File: src/rtl/prot_irq_pkg.sv
package prot_irq_pkg;
  localparam int DW = 32;
  localparam int SW = 8;

  // status bit positions
  localparam int BIT_APB   = 0;
  localparam int BIT_MISS  = 1;
  localparam int BIT_RO    = 2;
  localparam int BIT_IDPAR = 3;
  localparam int BIT_PERM  = 5;
  localparam int BIT_TZ    = 6;
  localparam int BIT_APAR  = 7;
  localparam logic [SW-1:0] STAT_IMPL = 8'hEF;
  localparam logic [SW-1:0] LOCK_GRP  = 8'hEE;

  // control bit positions
  localparam int CW        = 3;
  localparam int CTL_EN    = 0;
  localparam int CTL_IDPAR = 1;
  localparam int CTL_APAR  = 2;

  typedef enum logic [2:0] {
    SEL_CTRL, SEL_STAT, SEL_MASK, SEL_CAPA, SEL_CAPI, SEL_NONE
  } reg_sel_e;

  localparam int NREG = 5;
  localparam logic [7:0] OFS_TAB [NREG] = '{8'h00, 8'h10, 8'h14, 8'h18, 8'h1C};
endpackage

File: src/rtl/prot_rst_sync.sv
module prot_rst_sync (
  input  logic clk,
  input  logic rst_n,
  output logic rst_ns
);
  logic [1:0] sync_q;

  always_ff @(posedge clk or negedge rst_n) begin
    if (!rst_n) sync_q <= 2'b00;
    else        sync_q <= {sync_q[0], 1'b1};
  end

  assign rst_ns = sync_q[1];
endmodule

File: src/rtl/prot_apb_dec.sv
module prot_apb_dec
  import prot_irq_pkg::*;
#(
  parameter int ADDR_W = 8
) (
  input  logic              psel,
  input  logic              penable,
  input  logic              pwrite,
  input  logic              p_nonsec,
  input  logic [ADDR_W-1:0] paddr,
  output logic              acc_ok,
  output logic              wr_ok,
  output logic              err,
  output reg_sel_e          sel
);
  logic access;
  logic hit;

  assign access = psel & penable;

  always_comb begin
    sel = SEL_NONE;
    hit = 1'b0;
    for (int i = 0; i < NREG; i++) begin
      if (paddr == ADDR_W'(OFS_TAB[i])) begin
        sel = reg_sel_e'(i);
        hit = 1'b1;
      end
    end
  end

  assign err    = access & (p_nonsec | ~hit);
  assign acc_ok = access & ~err;
  assign wr_ok  = acc_ok & pwrite;
endmodule

File: src/rtl/prot_regbank.sv
module prot_regbank
  import prot_irq_pkg::*;
#(
  parameter int VA_W = 32,
  parameter int ID_W = 10
) (
  input  logic            clk,
  input  logic            rst_ns,
  input  logic            acc_ok,
  input  logic            wr_ok,
  input  reg_sel_e        sel,
  input  logic [DW-1:0]   pwdata,
  input  logic [SW-1:0]   status_q,
  input  logic [VA_W-1:0] cap_addr_q,
  input  logic [ID_W-1:0] cap_id_q,
  input  logic            cap_wr_q,
  output logic [CW-1:0]   ctrl_q,
  output logic [SW-1:0]   mask_q,
  output logic [DW-1:0]   rdata
);
  logic [CW-1:0] ctrl_d;
  logic [SW-1:0] mask_d;
  logic          ctrl_en, mask_en;
  logic [DW-1:0] mux;
  logic          unused_wdata_hi;

  assign unused_wdata_hi = ^pwdata[DW-1:SW];

  assign ctrl_en = wr_ok & (sel == SEL_CTRL);
  assign mask_en = wr_ok & (sel == SEL_MASK);

  always_comb begin
    ctrl_d = ctrl_q;
    mask_d = mask_q;
    if (ctrl_en) ctrl_d = pwdata[CW-1:0];
    if (mask_en) mask_d = pwdata[SW-1:0] & STAT_IMPL;
  end

  always_ff @(posedge clk or negedge rst_ns) begin
    if (!rst_ns) begin
      ctrl_q <= '0;
      mask_q <= STAT_IMPL;
    end else begin
      ctrl_q <= ctrl_d;
      mask_q <= mask_d;
    end
  end

  always_comb begin
    mux = '0;
    unique case (sel)
      SEL_CTRL: mux = DW'(ctrl_q);
      SEL_STAT: mux = DW'(status_q);
      SEL_MASK: mux = DW'(mask_q);
      SEL_CAPA: mux = DW'(cap_addr_q);
      SEL_CAPI: begin
        mux = DW'(cap_id_q);
        mux[DW-1] = cap_wr_q;
      end
      default:  mux = '0;
    endcase
  end

  assign rdata = acc_ok ? mux : '0;
endmodule

File: src/rtl/prot_vio_latch.sv
module prot_vio_latch
  import prot_irq_pkg::*;
#(
  parameter int VA_W = 32,
  parameter int ID_W = 10
) (
  input  logic            clk,
  input  logic            rst_ns,
  input  logic [SW-1:0]   vio_vec,
  input  logic [CW-1:0]   ctrl_q,
  input  logic [SW-1:0]   clr_vec,
  input  logic            apb_err,
  input  logic [VA_W-1:0] vio_addr,
  input  logic [ID_W-1:0] vio_id,
  input  logic            vio_is_write,
  output logic [SW-1:0]   status_q,
  output logic [VA_W-1:0] cap_addr_q,
  output logic [ID_W-1:0] cap_id_q,
  output logic            cap_wr_q
);
  logic [SW-1:0]   gate;
  logic [SW-1:0]   counted;
  logic [SW-1:0]   set_vec;
  logic [SW-1:0]   status_d;
  logic            locked;
  logic            cap_en;
  logic [VA_W-1:0] cap_addr_d;
  logic [ID_W-1:0] cap_id_d;
  logic            cap_wr_d;

  always_comb begin
    gate             = LOCK_GRP;
    gate[BIT_RO]     = ctrl_q[CTL_EN];
    gate[BIT_IDPAR]  = ctrl_q[CTL_IDPAR];
    gate[BIT_APAR]   = ctrl_q[CTL_APAR];
  end

  assign counted = vio_vec & gate;
  assign locked  = |(status_q & LOCK_GRP);
  assign cap_en  = ~locked & (|counted);

  always_comb begin
    set_vec          = cap_en ? counted : '0;
    set_vec[BIT_APB] = apb_err;
    // new events win over a same-cycle clear
    status_d = ((status_q & ~clr_vec) | set_vec) & STAT_IMPL;
  end

  always_comb begin
    cap_addr_d = cap_addr_q;
    cap_id_d   = cap_id_q;
    cap_wr_d   = cap_wr_q;
    if (cap_en) begin
      cap_addr_d = vio_addr;
      cap_id_d   = vio_id;
      cap_wr_d   = vio_is_write;
    end
  end

  always_ff @(posedge clk or negedge rst_ns) begin
    if (!rst_ns) begin
      status_q   <= '0;
      cap_addr_q <= '0;
      cap_id_q   <= '0;
      cap_wr_q   <= 1'b0;
    end else begin
      status_q   <= status_d;
      cap_addr_q <= cap_addr_d;
      cap_id_q   <= cap_id_d;
      cap_wr_q   <= cap_wr_d;
    end
  end
endmodule

File: src/rtl/prot_irq_status.sv
module prot_irq_status
  import prot_irq_pkg::*;
#(
  parameter int ADDR_W = 8,
  parameter int VA_W   = 32,
  parameter int ID_W   = 10
) (
  input  logic              clk,
  input  logic              rst_n,
  input  logic              psel,
  input  logic              penable,
  input  logic              pwrite,
  input  logic              p_nonsec,
  input  logic [ADDR_W-1:0] paddr,
  input  logic [31:0]       pwdata,
  output logic [31:0]       prdata,
  output logic              pready,
  output logic              pslverr,
  input  logic              vio_aper_par,
  input  logic              vio_tz,
  input  logic              vio_perm,
  input  logic              vio_id_par,
  input  logic              vio_ro_wr,
  input  logic              vio_id_miss,
  input  logic [VA_W-1:0]   vio_addr,
  input  logic [ID_W-1:0]   vio_id,
  input  logic              vio_is_write,
  output logic              irq
);
  logic            rst_ns;
  logic            acc_ok, wr_ok, apb_err;
  reg_sel_e        sel;
  logic [CW-1:0]   ctrl_q;
  logic [SW-1:0]   mask_q;
  logic [SW-1:0]   status_q;
  logic [SW-1:0]   vio_vec;
  logic [SW-1:0]   clr_vec;
  logic [VA_W-1:0] cap_addr_q;
  logic [ID_W-1:0] cap_id_q;
  logic            cap_wr_q;

  prot_rst_sync u_rst (.clk(clk), .rst_n(rst_n), .rst_ns(rst_ns));

  prot_apb_dec #(.ADDR_W(ADDR_W)) u_dec (
    .psel(psel), .penable(penable), .pwrite(pwrite), .p_nonsec(p_nonsec),
    .paddr(paddr), .acc_ok(acc_ok), .wr_ok(wr_ok), .err(apb_err), .sel(sel)
  );

  always_comb begin
    vio_vec            = '0;
    vio_vec[BIT_APAR]  = vio_aper_par;
    vio_vec[BIT_TZ]    = vio_tz;
    vio_vec[BIT_PERM]  = vio_perm;
    vio_vec[BIT_IDPAR] = vio_id_par;
    vio_vec[BIT_RO]    = vio_ro_wr;
    vio_vec[BIT_MISS]  = vio_id_miss;
  end

  assign clr_vec = (wr_ok && sel == SEL_STAT) ? (pwdata[SW-1:0] & STAT_IMPL) : '0;

  prot_vio_latch #(.VA_W(VA_W), .ID_W(ID_W)) u_lat (
    .clk(clk), .rst_ns(rst_ns), .vio_vec(vio_vec), .ctrl_q(ctrl_q),
    .clr_vec(clr_vec), .apb_err(apb_err), .vio_addr(vio_addr),
    .vio_id(vio_id), .vio_is_write(vio_is_write), .status_q(status_q),
    .cap_addr_q(cap_addr_q), .cap_id_q(cap_id_q), .cap_wr_q(cap_wr_q)
  );

  prot_regbank #(.VA_W(VA_W), .ID_W(ID_W)) u_regs (
    .clk(clk), .rst_ns(rst_ns), .acc_ok(acc_ok), .wr_ok(wr_ok), .sel(sel),
    .pwdata(pwdata), .status_q(status_q), .cap_addr_q(cap_addr_q),
    .cap_id_q(cap_id_q), .cap_wr_q(cap_wr_q), .ctrl_q(ctrl_q),
    .mask_q(mask_q), .rdata(prdata)
  );

  assign pready  = 1'b1;
  assign pslverr = apb_err;
  assign irq     = |(status_q & ~mask_q);
endmodule

File: config.mk
export PLATFORM = sky130hd
export DESIGN_NAME = prot_irq_status
export DESIGN_NICKNAME = d
export VERILOG_FILES = /design/src/rtl/prot_irq_pkg.sv /design/src/rtl/prot_rst_sync.sv /design/src/rtl/prot_apb_dec.sv /design/src/rtl/prot_regbank.sv /design/src/rtl/prot_vio_latch.sv /design/src/rtl/prot_irq_status.sv
export SDC_FILE = /design/constraint.sdc
export NUM_CORES = 1
export LEC_CHECK = 0
export ABC_CLOCK_PERIOD_IN_PS = 1700
export BUFFER_PORTS_ARGS = -buffer_cell sky130_fd_sc_hd__buf_2
export CAP_MARGIN = 10
export CORE_AREA = 2 2 91 93
export CTS_CLUSTER_SIZE = 8
export DETAILED_ROUTE_END_ITERATION = 12
export DIE_AREA = 0 0 93 95
export PLACE_DENSITY = 0.7
export SKIP_CTS_REPAIR_TIMING = 1
export SYNTH_ARGS = -nofsm -noshare
export SYNTH_HDL_FRONTEND = slang
export SYNTH_HIERARCHICAL = 1
export SYNTH_SLANG_ARGS = --single-unit
export TNS_END_PERCENT = 10
File: constraint.sdc
create_clock -name clk -period 1.7 [get_ports clk]
set_input_delay 0.085 -clock clk [delete_from_list [all_inputs] [get_ports clk]]
set_output_delay 0.085 -clock clk [all_outputs]
set_load 0.01 [all_outputs]
==> qor.yml <==
outcome: "finished with violations"
violations: "hold timing, setup timing"
p_total_mw: 2.85
clock_latency_ns: 0.34
worstPathRequired_ns: 1.62
leakage_nw: 2.60
drive_above_1_share_pct: 52.4
ctsRootBufferMaster: "clkbuf_8"
numCtsBuffers: 9
first_pass_iters: 4
criticalPathCategory: "input pin to output pin"
powerDensity_nw_per_um2: 563
clk_transition_reported_paths_ns: 0.06
area.growth.synth_to_final_pct: 51.9
cp-end-kind: "output pin"
yosysWarnings: 6
die_y_um: 95
clockBufferDepth: 2
hold_violations: 1
netlist_instances: 284
finalMaxSlewViolations: 0
finalHoldWorstSlack_ns: -0.0124
grt_pass1_wl_um: 12400
hold_end: "u_regs/ctrl_q[1]"
dpl_cell_area_um2: 4180
final_cells: 582
core_um2: 7930
timing.fmax_mhz: 492
clock-sinks: 62
io_pins: 130
tns_ns: -14.43
setup_slack_ns: -0.332
min_from: "pwdata[1]"
vias: 2848
place_ws_ns: -0.481
overflow: 0
period_minus_slack_ns: 2.03
die_area_um2: 8840
initial_core_util_pct: 42.1
num-fill-cells: 623
nNetsFinal: 567
arrival_ns: 1.95
min_path_type: "input pin to flip-flop"
num_antenna_cells: 0
fin_crit_sh_pct: 120
syn_avg_cell_area_um2: 11.8
hpwlAfterDp_um: 5900
ir_drop_uv: 472
multi_input_area_um2: 1660
grt_pass1_vias: 2517
syn_area_um2: 3340
grt_max_degree: 33
cp_max_fo: 5
synth_fp_nets: 379
r2r_end: "u_lat/cap_addr_q[15]"
portBuffers: 103
rows: 33
final-seq-area_um2: 1560
ff2ff_setup_slack_ns: -0.11
dr.first_iter.drc_count: 153
dpl.cell_count: 504
wirelength_um: 8660
die_width_um: 93
htree_levels: 3
avgViaCountPerCell: 4.89
antenna_found_initial: 0
fin_area_um2: 5070
drtAntennaViolNets: 0
tritoncts: "done"
fin_skew_ns: 0.00935
setup.worst_path.start_class: "input pin"
wl_per_cell_um: 14.9
r2r_start: "u_lat/status_q[7]"
hold_depth: 3
drv_cap: 0
track_usage_pct: 18.3
drc_errors: 0
rsz0062_at_grt: "true"
reg2reg_depth: 5
gp_congestion: 0.761
setup_viol: 90
[power by group]
part           switching (mW)  leakage (nW)  internal [mW]
Combinational           0.101          1.72          0.168
Clock                   0.577        0.0820          0.523
Sequential            0.00696         0.799           1.48
Total                   0.685          2.60           2.17
[state kept, by name (all words and copies together), names as in the netlist]
signal / count
u_lat/cap_id_q: 10
u_rst/sync_q: 2
u_lat/cap_addr_q: 32
u_lat/status_q: 7
u_regs/ctrl_q: 3
u_lat/cap_wr_q: 1
u_regs/mask_q: 7
[routing by layer]
metal	up-vias	part of all wire, %	GRT usage [%]	routed length [um]
li1	1384	-	-	-
met1	1394	44	24.1	3840
met2	63	52	29.0	4500
met3	7	2.7	3.59	233
met4	0	1.1	8.58	91
met5	-	0	0	0
[how the worst max path moves through the flow]
stage                  start  slack [ns]               end  cells after the start
floorplan           paddr[1]       -0.18  u_regs/mask_q[0]                      6
global placement    paddr[1]       -0.40  u_regs/mask_q[6]                      8
detailed placement  paddr[1]       -0.48  u_regs/mask_q[3]                      8
CTS                 paddr[1]       -0.38         prdata[2]                      8
global route        paddr[6]       -0.38         prdata[1]                      9
finish              paddr[6]       -0.33         prdata[1]                      9
[placed cells by master (no fill, tap or decap), types with 4 or more instances in the layout]
master and instances:
buf_2 102, dlygate4sd3_1 54, dfrtp_1 54, mux2_2 43, buf_4 26, and3_1 21
inv_1 19, nand3b_1 16, nand2_1 10, clkbuf_8 9, a21o_1 9, a21oi_2 8
and2_1 7, buf_6 7, o21ai_0 7, buf_12 7, mux2_4 7, dfstp_2 7
conb_1 4, a22oi_2 4
[worst max-delay path, stage by stage]
cell and delay [ns]:
buf_6 0.09, or4_4 0.57, nor2_4 0.20, nand2_4 0.08, buf_6 0.15, buf_4 0.13, o32a_1 0.35, a21oi_2 0.15
buf_2 0.15
[layout make-up]
cell class | instances | share of cell area, %
clock buffer | 10 | 2.52
clock inverter | 6 | 0.765
inverter | 19 | 1.41
multi-input combinational | 183 | 32.8
sequential | 62 | 30.8
tap | 105 | 2.59
timing repair buffer | 197 | 29.2
[through the flow]
step / hold WS, ns / utilization (%)
final: -0.0124 / 64.0
after floorplan: -0.211 / -
after global routing: 0.000683 / 64.0
after detailed placement: -0.123 / 52.8
after global placement: -0.125 / 52.8
after CTS: -0.501 / 54.9
Note: power is estimated with default switching activity, not from simulation.
